--- src/rtl/hwsem_pkg.sv ---
package hwsem_pkg;
   localparam int FID_MAX_W = 8;

   typedef struct packed {
      logic                 hit;
      logic                 rd;
      logic                 wr;
      logic [FID_MAX_W-1:0] fid;
   } hwsem_acc_t;
endpackage

--- src/rtl/hwsem_decode.sv ---
module hwsem_decode
   import hwsem_pkg::*;
#(
   parameter int          NUM_FUNC     = 4,
   parameter int          ADDR_W       = 12,
   parameter logic [11:0] BASE_ADDR    = 12'h100,
   parameter int          STRIDE_BYTES = 4
) (
   input  logic              valid,
   input  logic              write,
   input  logic [ADDR_W-1:0] addr,
   output hwsem_acc_t        acc
);
   localparam int               SHIFT      = $clog2(STRIDE_BYTES);
   localparam logic [ADDR_W-1:0] BASE      = ADDR_W'(BASE_ADDR);
   localparam logic [ADDR_W-1:0] SPAN      = ADDR_W'(NUM_FUNC * STRIDE_BYTES);
   localparam logic [ADDR_W-1:0] ALIGN_MSK = ADDR_W'(STRIDE_BYTES - 1);

   logic [ADDR_W-1:0] off;
   logic              in_win;

   always_comb begin
      off    = addr - BASE;
      in_win = (addr >= BASE) && (off < SPAN) && ((off & ALIGN_MSK) == '0);
      acc.hit = valid && in_win;
      acc.rd  = valid && in_win && !write;
      acc.wr  = valid && in_win && write;
      acc.fid = FID_MAX_W'(off >> SHIFT);
   end
endmodule

--- src/rtl/hwsem_pick.sv ---
module hwsem_pick
   import hwsem_pkg::*;
#(
   parameter int NUM_PORT = 2,
   parameter int PORT_W   = 1
) (
   input  hwsem_acc_t        acc [NUM_PORT],
   output logic              win_valid,
   output logic [PORT_W-1:0] win_port,
   output logic [FID_MAX_W-1:0] win_fid
);
   always_comb begin
      win_valid = 1'b0;
      win_port  = '0;
      win_fid   = '0;
      for (int p = 0; p < NUM_PORT; p++) begin
         if (acc[p].rd && (!win_valid || acc[p].fid < win_fid)) begin
            win_valid = 1'b1;
            win_port  = PORT_W'(p);
            win_fid   = acc[p].fid;
         end
      end
   end
endmodule

--- src/rtl/hwsem_bank.sv ---
module hwsem_bank
   import hwsem_pkg::*;
#(
   parameter int          NUM_FUNC     = 4,
   parameter int          NUM_PORT     = 2,
   parameter int          ADDR_W       = 12,
   parameter int          DATA_W       = 32,
   parameter logic [11:0] BASE_ADDR    = 12'h100,
   parameter int          STRIDE_BYTES = 4,
   localparam int         FID_W        = (NUM_FUNC > 1) ? $clog2(NUM_FUNC) : 1
) (
   input  logic                       clk,
   input  logic                       rst_n,
   input  logic [NUM_PORT-1:0]        acc_valid,
   input  logic [NUM_PORT-1:0]        acc_write,
   input  logic [NUM_PORT*ADDR_W-1:0] acc_addr,
   input  logic [NUM_PORT*DATA_W-1:0] acc_wdata,
   output logic [NUM_PORT-1:0]        rsp_valid,
   output logic [NUM_PORT*DATA_W-1:0] rsp_data,
   output logic                       lock_busy,
   output logic [FID_W-1:0]           lock_owner
);
   localparam int PORT_W = (NUM_PORT > 1) ? $clog2(NUM_PORT) : 1;

   if (NUM_FUNC < 1 || NUM_FUNC > (1 << FID_MAX_W)) begin : g_bad_func
      $error("hwsem_bank: NUM_FUNC out of range");
   end
   if (NUM_PORT < 1) begin : g_bad_port
      $error("hwsem_bank: NUM_PORT must be at least 1");
   end
   if (STRIDE_BYTES < 1 || (STRIDE_BYTES & (STRIDE_BYTES - 1)) != 0) begin : g_bad_stride
      $error("hwsem_bank: STRIDE_BYTES must be a power of two");
   end
   if (ADDR_W > 12 || 64'(BASE_ADDR) + 64'(NUM_FUNC * STRIDE_BYTES) > (64'd1 << ADDR_W)) begin : g_bad_win
      $error("hwsem_bank: register window exceeds the address space");
   end
   if (DATA_W < 1) begin : g_bad_data
      $error("hwsem_bank: DATA_W must be positive");
   end

   hwsem_acc_t acc [NUM_PORT];

   for (genvar p = 0; p < NUM_PORT; p++) begin : g_dec
      hwsem_decode #(
         .NUM_FUNC     (NUM_FUNC),
         .ADDR_W       (ADDR_W),
         .BASE_ADDR    (BASE_ADDR),
         .STRIDE_BYTES (STRIDE_BYTES)
      ) u_dec (
         .valid (acc_valid[p]),
         .write (acc_write[p]),
         .addr  (acc_addr[p*ADDR_W +: ADDR_W]),
         .acc   (acc[p])
      );
   end

   logic                 win_valid;
   logic [PORT_W-1:0]    win_port;
   logic [FID_MAX_W-1:0] win_fid;

   hwsem_pick #(
      .NUM_PORT (NUM_PORT),
      .PORT_W   (PORT_W)
   ) u_pick (
      .acc       (acc),
      .win_valid (win_valid),
      .win_port  (win_port),
      .win_fid   (win_fid)
   );

   logic             busy_q;
   logic [FID_W-1:0] owner_q;
   logic             drop;
   logic [NUM_PORT-1:0] rsp_v_q;
   logic [NUM_PORT-1:0] rsp_b_q;

   always_comb begin
      drop = 1'b0;
      for (int p = 0; p < NUM_PORT; p++) begin
         if (acc[p].wr && busy_q && FID_W'(acc[p].fid) == owner_q) drop = 1'b1;
      end
   end

   always_ff @(posedge clk) begin
      if (!rst_n) begin
         busy_q  <= 1'b0;
         owner_q <= '0;
         rsp_v_q <= '0;
         rsp_b_q <= '0;
      end else begin
         if (busy_q) begin
            if (drop) begin
               busy_q  <= 1'b0;
               owner_q <= '0;
            end
         end else if (win_valid) begin
            busy_q  <= 1'b1;
            owner_q <= FID_W'(win_fid);
         end
         for (int p = 0; p < NUM_PORT; p++) begin
            rsp_v_q[p] <= acc[p].rd;
            rsp_b_q[p] <= acc[p].rd &&
                          (busy_q || !(win_valid && win_port == PORT_W'(p)));
         end
      end
   end

   for (genvar p = 0; p < NUM_PORT; p++) begin : g_rsp
      if (DATA_W > 1) begin : g_wide
         assign rsp_data[p*DATA_W +: DATA_W] = {{(DATA_W-1){1'b0}}, rsp_b_q[p]};
      end else begin : g_narrow
         assign rsp_data[p*DATA_W] = rsp_b_q[p];
      end
   end

   assign rsp_valid  = rsp_v_q;
   assign lock_busy  = busy_q;
   assign lock_owner = owner_q;

   logic unused_wdata;
   assign unused_wdata = ^acc_wdata;
endmodule

--- config.mk ---
export PLATFORM = sky130hd
export DESIGN_NAME = hwsem_bank
export DESIGN_NICKNAME = d
export VERILOG_FILES = /design/src/rtl/hwsem_pkg.sv /design/src/rtl/hwsem_decode.sv /design/src/rtl/hwsem_pick.sv /design/src/rtl/hwsem_bank.sv
export SDC_FILE = /design/constraint.sdc
export NUM_CORES = 1
export LEC_CHECK = 0
export ABC_AREA = 1
export BUFFER_PORTS_ARGS = -buffer_cell sky130_fd_sc_hd__buf_2
export CAP_MARGIN = 20
export CORE_MARGIN = 1.5
export CORE_UTILIZATION = 36
export CTS_CLUSTER_DIAMETER = 120
export CTS_CLUSTER_SIZE = 25
export DETAILED_ROUTE_END_ITERATION = 8
export GPL_TIMING_DRIVEN = 0
export PLACE_DENSITY = 0.9
export SETUP_SLACK_MARGIN = 0.2
export SLEW_MARGIN = 25
export SYNTH_ARGS = -nofsm -noshare
export SYNTH_HDL_FRONTEND = slang
export SYNTH_HIERARCHICAL = 1
export SYNTH_SLANG_ARGS = --single-unit
--- constraint.sdc ---
create_clock -name clk -period 3.3 [get_ports clk]
set_input_delay 0.66 -clock clk [delete_from_list [all_inputs] [get_ports clk]]
set_output_delay 0.66 -clock clk [all_outputs]
set_load 0.01 [all_outputs]
## Yosys cells after proc, flatten, opt, wreduce, memory -nomap -nowiden

Index checks and enable logic that the tools add are counted.

- Bits in registers: 7
- Bits of input ports: 94
- ROM bits: 0
- Logic and storage cells: 59
- Output and inout bits: 69
- Bits in writable memories: 0
- Bits in latches: 0
- Memories: 0

- Order comparisons: 5
- Divide/modulo/power cells: 0
- Shift operators: 0
- Muxes and demuxes: 13
- $add $sub $neg: 2
- Equality and inequality tests: 3
- Bitwise operators: 1
- Multipliers: 0
- Reduce and logical (&&, ||, !) cells: 31

Operators by type and width:

| operator | count |
|---|---|
| $ge A12 B9 Y1 const B | 2 |
| $logic_not A12 Y1 | 2 |
| $lt A12 B5 Y1 const B | 2 |
| $sub A12 B9 Y12 const B | 2 |
| $logic_and A1 B1 Y1 | 19 |
| $lt A8 B8 Y1 | 1 |
| $mux W1 | 8 |
| $mux W2 | 4 |
| $mux W8 | 1 |
| $logic_not A1 Y1 | 5 |
| $eq A2 B2 Y1 | 2 |
| $logic_or A1 B1 Y1 | 3 |
| $ne A2 B1 Y1 const B | 1 |
| $reduce_and A2 Y1 | 1 |
| $reduce_bool A2 Y1 | 1 |
| $not A1 Y1 | 1 |

## Logic depth before layout (Yosys ltp)

- Depth after elaboration: 16
- Gate-level depth with buffers: 23
- Gate-level depth less buffers: 22

## Modules after synthesis

The synthesis kept the hierarchy.

By module, submodules not included:

| module | area an instance (µm²) | cells an instance | times used | sequential area each (µm²) |
|---|---|---|---|---|
| hwsem_bank | 770.7 | 102 | 1 | 140.1 |
| hwsem_decode | 201.4 | 38 | 2 | 0.0 |
| hwsem_pick | 380.4 | 71 | 1 | 0.0 |

## Least setup slack after synthesis

No wires, ideal clock.

- Path type: input to register
- From: input port acc_addr[8]
- To: register rsp_b_q[0]
- Data required time: 3.185 ns
- Buffers on the path: 1
- Stages on the path: 19
- Data arrival time: 2.649 ns
- Slack: 0.535 ns
- Cells stage by stage: inv_1 > ha_1 > inv_1 > nand2_1 > nand2_1 > nor2_2 > nand3_2 > nor2_1 > clkbuf_8 > nand2_1 > ha_1 > nand2_1 > o21a_1 > nand2_2 > nand2_4 > nand2_4 > inv_1 > o21ai_0 > inv_1

RTL lines:

| element | RTL line | RTL |
|---|---|---|
| start, declared | hwsem_bank.sv:16 | `input logic [NUM_PORT*ADDR_W-1:0] acc_addr,` |
| end signal, assigned by index | hwsem_bank.sv:102 | `rsp_b_q[p] <= acc[p].rd &&` |
| end, declared | hwsem_bank.sv:75 | `logic [NUM_PORT-1:0] rsp_b_q;` |

==> out/qor.txt <==
Syn Area/Cell: 6.497 um2
Vias in the first global route: 1282
Share of cells above drive strength 1: 0.3813
Fmax: 351.6 MHz
Placed Cells: 364
Wirelength per Cell: 7.571 um
Setup slack, reg-to-reg: 2190 ps
First-pass iteration count of the detailed router: 4
Pin count of the biggest net entering global routing: 11
PortBufs: 32
Worst path max stage delay: 300 ps
Nets@finish: 428
Die height: 66.44 um
Die W: 66.44 um
# setup viols final: 0
Min Clock Period, post-route: 2844 ps
Pins Over Slew Limit: 0
Crit. End Element: flip-flop
Global Route Usage Sum: 0.1286
Critical Path RT: 3440 ps
Initial Utilization: 0.3842
GPL Wtd Cong: 0.7569
CP max-delay cell: ha_1
Max-Cap Viols: 0
First-pass GRT wire length: 4.540 mm
Core ar.: 3771 um2
Layout Skew: 2.545 ps
Pwr Density: 187.6 nW/um2
TritonCTS clock tree: built
Lkg Pwr: 1.279 nW
Hold Buf Count CTS: 0
Inserted Diodes: 0
Vias/cell: 3.660
Mapped Area: 1449 um2
I/O pin cnt: 163
Cell family with most CP delay: simple AND/OR/NAND/NOR gates
# Post-CTS Setup Buffers: 0
Synth warnings: 6
Max FO, Critical Path: 10
Total length of routed wires: 2.786 mm
VDD IR max: 0.1379 mV
# resized after CTS: 0
Via count: 1347
Worst skew pair latency: 220 ps
Post-DP HPWL: 2.551 mm
Syn Inst Count: 223
Setup TNS: 0 ps
Drt drc: 0
GR Overflow Total: 0
Worst path bufs/invs: 4
CTS max path bufs: 2
Fin crit share: 0.8618
Fin cells: 368
Clk slew on worst S/H paths: 40 ps
Hold Path Class: flip-flop to flip-flop
RSZ-0062 raised after global routing: no
Area grow syn2layout: 34.28%
TritonCTS Buffers: 3
CP most frequent cell: nand2_1
Final Hold Viols: 0
CTS sink count: 7
Clk root buf: clkbuf_8
Worst path cell trace: buf_2 -> inv_1 -> ha_1 -> inv_1 -> nand2_1 -> nand2_1 -> nor2_2 -> nand3_2 -> nor2_2 -> clkbuf_8 -> nand2_1 -> ha_1 -> a21oi_1 -> o21a_1 -> nand2_2 -> nand2_4 -> nand3_1 -> nand2_1 -> nand2_1 -> a21oi_1
H-tree levels: 1
CP Launch Type: input port
Post-route ant nets: 0
Status: completed
Initial antenna violation count: 0
Crit path kind: input port to flip-flop
Crit path DAT: 2990 ps
Die area: 4414 um2
Initial drt markers: 26
# rows: 22
worst reg2reg max path: cells and delay by family (launching register included):
kind | cells | cell delay (ps)
compound gates | 1 | 170
buf+inv | 2 | 190
flops | 1 | 340
simple gates | 1 | 290
flip-flops by register name, summed over array words and instances, names as in the netlist:
signal	count
rsp_valid	2
lock_owner	2
rsp_b_q	2
lock_busy	1
cell type report:
class	instances	area [um2]
Clock buffer	4	45.04
Inverter	33	123.9
Tap cell	48	60.06
Buffer	76	576.8
Sequential cell	7	140.1
Multi-Input combinational cell	168	839.6
Timing Repair Buffer	32	160.2
Fill cell	369	1826
routing by layer:
metal	up-vias	track usage	part of all wire
li1	726	-	-
met1	529	0.1256	0.39
met2	86	0.2600	0.48
met3	6	0.03578	0.12
met4	0	0.03061	0.010
met5	-	0	0
layout by cell type, fill, tap and decap left out, drive strengths merged:
| cell | count |
|---|---|
| or2 | 1 |
| buf | 107 |
| nand2 | 50 |
| o21ai | 1 |
| a21oi | 7 |
| nor2 | 18 |
| ha | 13 |
| clkbuf | 5 |
| inv | 33 |
| xnor2 | 3 |
| dfxtp | 7 |
| o21a | 1 |
| conb | 62 |
| nand3 | 9 |
| nand4 | 2 |
| nand3b | 1 |
through the flow:
step / util / instance area, um2 / power [mW] / hold slack [ps] / setup WS [ps]
after CTS: 0.5153 / 1943 / 0.3637 / 555.0 / 401.3
after detailed placement: 0.5033 / 1898 / 0.2454 / 548.7 / 176.8
final: 0.5159 / 1946 / 0.3650 / 553.1 / 456.0
after global routing: 0.5159 / 1946 / 0.3953 / 569.2 / 229.4
after floorplan: - / 1678 / 0.2184 / 536.1 / 642.5
after global placement: 0.5033 / 1898 / 0.2419 / 522.1 / 284.6
final timing paths:
| path | from | to | cells past startpoint |
|---|---|---|---|
| worst max-delay path | acc_addr[8] | lock_owner[1] | 20 |
| worst min-delay path | lock_owner[0] | lock_owner[0] | 2 |
| worst max register to register | lock_busy | rsp_b_q[0] | 4 |
| worst min register to register | lock_owner[0] | lock_owner[0] | 2 |
power breakdown:
part,total (mW),switching (mW),internal [mW]
Clock,0.117,0.0342,0.0833
Sequential,0.0854,0.000139,0.0852
Combinational,0.162,0.0783,0.0839
Total,0.365,0.113,0.252
Note: power is estimated with default switching activity, not from simulation.
